[src/rtl/boot_vector_seq.sv]
module boot_vector_seq #(
  parameter int AW = 32,
  parameter int DW = 32,
  parameter int MEMCTL_W = 2
) (
  input  logic                clk,
  input  logic                rst,
  input  logic                bus_gnt,
  input  logic                rd_ready,
  input  logic [DW-1:0]       rd_data,
  input  logic                rd_err,
  output logic                bus_req,
  output logic                rd_valid,
  output logic [AW-1:0]       rd_addr,
  output logic [15:0]         sr,
  output logic [AW-1:0]       vbr,
  output logic [MEMCTL_W-1:0] mem_en,
  output logic [DW-1:0]       ssp,
  output logic [DW-1:0]       pc,
  output logic [DW-1:0]       insn,
  output logic                core_start,
  output logic                halted
);
  localparam logic [15:0]   SR_RESET = 16'h2700;
  localparam logic [AW-1:0] VEC_SP   = '0;
  localparam logic [AW-1:0] VEC_PC   = AW'(DW / 8);

  typedef enum logic [2:0] {ST_REQ, ST_SP, ST_PC, ST_FETCH, ST_RUN, ST_HALT} state_t;
  state_t state;

  logic busy, xfer;
  assign busy     = (state == ST_SP) || (state == ST_PC) || (state == ST_FETCH);
  assign bus_req  = ~rst & ((state == ST_REQ) | busy);
  assign rd_valid = ~rst & busy & bus_gnt;
  assign xfer     = rd_valid & rd_ready;
  assign halted   = (state == ST_HALT);

  always_comb begin
    case (state)
      ST_PC:    rd_addr = VEC_PC;
      ST_FETCH: rd_addr = AW'(pc);
      default:  rd_addr = VEC_SP;
    endcase
  end

  always_ff @(posedge clk) begin
    if (rst) begin
      state      <= ST_REQ;
      sr         <= SR_RESET;
      vbr        <= '0;
      mem_en     <= '0;
      ssp        <= '0;
      pc         <= '0;
      insn       <= '0;
      core_start <= 1'b0;
    end else begin
      core_start <= 1'b0;
      case (state)
        ST_REQ: if (bus_gnt) state <= ST_SP;
        ST_SP: if (xfer) begin
          if (rd_err) state <= ST_HALT;
          else begin
            ssp   <= rd_data;
            state <= ST_PC;
          end
        end
        ST_PC: if (xfer) begin
          if (rd_err) state <= ST_HALT;
          else begin
            pc    <= rd_data;
            state <= rd_data[0] ? ST_HALT : ST_FETCH;
          end
        end
        ST_FETCH: if (xfer) begin
          if (rd_err) state <= ST_HALT;
          else begin
            insn       <= rd_data;
            core_start <= 1'b1;
            state      <= ST_RUN;
          end
        end
        default: state <= state;
      endcase
    end
  end


  halt_sticky_chk: assert property (@(posedge clk) disable iff (rst)
    halted |=> halted);


  valid_needs_gnt_chk: assert property (@(posedge clk) disable iff (rst)
    rd_valid |-> (bus_gnt && bus_req));


  addr_hold_chk: assert property (@(posedge clk) disable iff (rst)
    (rd_valid && !rd_ready) |=> $stable(rd_addr));


  start_pulse_chk: assert property (@(posedge clk) disable iff (rst)
    core_start |=> !core_start);


  halt_quiet_chk: assert property (@(posedge clk) disable iff (rst)
    halted |-> (!bus_req && !rd_valid && !core_start));


  sr_init_chk: assert property (@(posedge clk) disable iff (rst)
    core_start |-> (sr == SR_RESET && vbr == '0 && mem_en == '0));
endmodule

[config.mk]
export PLATFORM = sky130hd
export DESIGN_NAME = boot_vector_seq
export DESIGN_NICKNAME = d
export VERILOG_FILES = /design/src/rtl/boot_vector_seq.sv
export SDC_FILE = /design/constraint.sdc
export NUM_CORES = 1
export LEC_CHECK = 0
export ABC_AREA = 1
export CORE_UTILIZATION = 38
export DETAILED_ROUTE_END_ITERATION = 8
export PLACE_DENSITY = 0.78
export SLEW_MARGIN = 40
export SYNTH_ARGS = -nofsm -noshare
export SYNTH_HDL_FRONTEND = slang
export SYNTH_SLANG_ARGS = --single-unit
export TNS_END_PERCENT = 5
[constraint.sdc]
create_clock -name clk -period 1.5 [get_ports clk]
set_clock_uncertainty 0.1 [all_clocks]
set_input_delay 0.375 -clock clk [delete_from_list [all_inputs] [get_ports clk]]
set_output_delay 0.375 -clock clk [all_outputs]
set_load 0.01 [all_outputs]
==> summary.txt <==
Status = complete, but fails checks
Failing checks = negative setup slack
DRT antenna net count = 0
Remaining global-route overflow = 0
Tmin final = 1.79 ns
Startpoint Class = flop
Clock-pin slew on the worst setup and hold paths = 0.07 ns
Rows = 40
Final setup vio count = 99
Cell variety after synth = 25
Seq pwr share = 45.0%
Worst path top cell family by delay = buffers and inverters
Post-DR wirelength/cell = 12.0 um
Peak supply drop = 0.674 mV
WP buf/inv = 3
Area grow syn2layout = 43.2%
Setup Crit Path Kind = reg -> out
Syn. warnings = 0
FMAX = 558 MHz
Internal = 4.50 mW
Clock root cell = clkbuf_16
Antenna fix cells = 0
Final Cycle Share = 119%
Port Buffers = 168
Leakage = 3.57 nW
Endpoint type of the worst setup path = output port
Pwr dens = 885 nW/um^2
Final wirelength = 12900 um
Num ports = 219
Fin cells = 1073
Worst-Skew Late Latency = 0.34 ns
Hpwl dp = 9270 um
Die H = 114 um
Chip width = 114 um
Slowest stage delay, CP = 0.34 ns
Crit path DAT = 1.32 ns
CTS max path bufs = 2
Final Max Tran Viols = 0
Mapped Cells = 718
H-Tree Depth = 3
Starting Density = 39.3%
Net Switching = 1.53 mW
Max-cap viol count = 0
GRT Overall Usage = 20.1%
Slowest cell on crit path = dfxtp_2
Avg Cell Area, Syn = 6.63 um^2
Sw Share = 25.3%
First-pass GRT wire length = 20300 um
FILL cells = 1250
DRT iter0 DRCs = 213
Antenna violations before repair = 0
Crit-path cells = nand2_2 -> nor2_4 -> inv_4 -> buf_12 -> nor2_2 -> buf_2
Routability cong. = 0.792
Placed Cells = 1057
Final WS setup = -0.292 ns
HP Class = reg -> reg
Register bit total from synthesis = 100
Synthesized area = 4760 um^2
PnR Total Power = 6.03 mW
Reg2Reg Depth = 10
CTS Buf Count = 9
Clock share of power = 41.5%
Via Count = 4665
Layout cells sized above 1 = 14.3%
Post-CTS Hold Buffers = 0
CP Depth = 6
Hold depth = 2
Die Area = 13000 um^2
Clk sinks = 100
Nets = 937
Maximum fanout along the worst path = 7
Vias in the first global route = 4179
Iteration count of the initial detailed-routing pass = 4
Fin. Hold Viols = 0
Largest net degree at the start of global routing = 58
Comb pwr share = 13.5%
Core area = 12100 um^2
Seq/Total Area, Yosys = 42.1%
CTS tree = yes
Worst path required time = 1.02 ns
Post-route DRC = 0
RSZ-0062 raised after global routing = yes
Vias per Instance = 4.35
==> worst min-delay path, cell delays in order (launching register included) <==
cell and delay (ns):
dfxtp_1 0.32, nor2_1 0.04, nor2_1 0.08
==> layer usage <==
layer | vias up | part of all wire, % | track usage, %
met3 | 17 | 6.2 | 5.69
met4 | 0 | 2.0 | 7.27
met1 | 2099 | 43 | 23.1
met5 | - | 0 | 0
li1 | 2403 | - | -
met2 | 146 | 49 | 35.5
==> power groups by stage <==
stage / logic (mW) / registers, mW / clock network (mW)
2_1_floorplan: 0.478 / 2.78 / 0
3_3_place_gp: 0.781 / 2.76 / 0
3_5_place_dp: 0.786 / 2.76 / 0
4_1_cts: 0.814 / 2.71 / 2.57
5_1_grt: 0.902 / 2.72 / 2.68
6_report: 0.812 / 2.71 / 2.50
==> metrics by stage <==
step	hold slack (ns)	instance area [um^2]	setup TNS, ns	setup slack (ns)	util, %
4_1_cts	0.382	6790	-20.14	-0.344	56.0
5_1_grt	0.392	6810	-26.67	-0.381	56.3
3_5_place_dp	0.371	6630	-59.47	-0.733	54.7
6_report	0.377	6810	-15.03	-0.292	56.3
3_3_place_gp	0.361	6630	-57.47	-0.739	54.7
2_1_floorplan	0.344	4940	-0.358	-0.0119	-
==> Yosys cell counts <==
library cell	n	area [um^2]
nand4_2	1	12.5
nor2_4	2	22.5
nand2_1	140	526
nor2_1	199	747
clkbuf_1	17	63.8
inv_1	100	375
buf_6	6	67.6
o21ai_1	16	80.1
nand4_1	35	219
clkinv_1	1	3.75
buf_2	8	40.0
dfxtp_1	100	2000
buf_4	53	398
nor3_1	1	5.00
clkinv_2	1	5.00
buf_1	2	7.51
conb_1	2	7.51
nand3_1	3	15.0
a21oi_1	3	15.0
inv_2	4	15.0
nor2_2	2	12.5
nand3_2	1	10.0
clkbuf_2	2	10.0
nand2_2	2	12.5
o21ai_0	17	85.1
==> cell usage in the layout, fill, tap and decap left out, types with 2 or more instances in the layout <==
cell type          n
conb_1            50
nand2_1          137
buf_12             7
inv_1             99
clkdlybuf4s50_1   33
inv_6              2
buf_4             34
clkinvlp_4         2
clkbuf_16          9
o21ai_1           23
nand4_1           35
bufinv_16          2
inv_2              3
nor2_1           190
nand2_2            5
buf_2             32
dfxtp_2            2
nor2_2             6
dlygate4sd2_1     94
a21oi_1            3
clkinv_2           2
inv_4              3
nand3_1            3
dfxtp_1           97
buf_6              8
o21ai_0           10
nor2_4             7
==> final timing paths <==
check / from / to / slack, ns
min reg2reg: insn[11]$_SDFFE_PP0P_ / insn[11]$_SDFFE_PP0P_ / 0.38
max: state[0]$_SDFFE_PP0P_ / rd_addr[4] / -0.29
max reg2reg: state[0]$_SDFFE_PP0P_ / ssp[16]$_SDFFE_PP0P_ / -0.14
min: insn[11]$_SDFFE_PP0P_ / insn[11]$_SDFFE_PP0P_ / 0.38
==> state kept, by name, summed over array words and instances (netlist names) <==
signal,cells
core_start,1
insn,32
pc,32
ssp,32
state,3
==> layout make-up <==
type,instances,area [um^2],share of cell area (%)
Timing Repair Buffer,211,1850,27.1
Clock buffer,9,225,3.31
Sequential cell,100,2010,29.5
Clock inverter,7,97.6,1.43
Multi-Input combinational cell,472,2020,29.6
Inverter,106,407,5.97
Tap cell,168,210,3.09
==> cell families (layout without fill, tap and decap cells) <==
| family | count (synthesis) | count (layout) | share of synthesized area [%] |
|---|---|---|---|
| other cells | 2 | 50 | 0.158 |
| simple gates | 386 | 386 | 33.2 |
| compound gates | 36 | 36 | 3.79 |
| buf+inv | 194 | 333 | 20.7 |
| flops | 100 | 100 | 42.1 |
==> what timing repair did <==
action	4_1_cts	5_1_grt
gates resized for setup	272	21
pin swaps	3	2
endpoints found under the setup margin	228	133
buffers inserted	1	0
gates cloned	1	0
(Power assumes the default switching activity.)
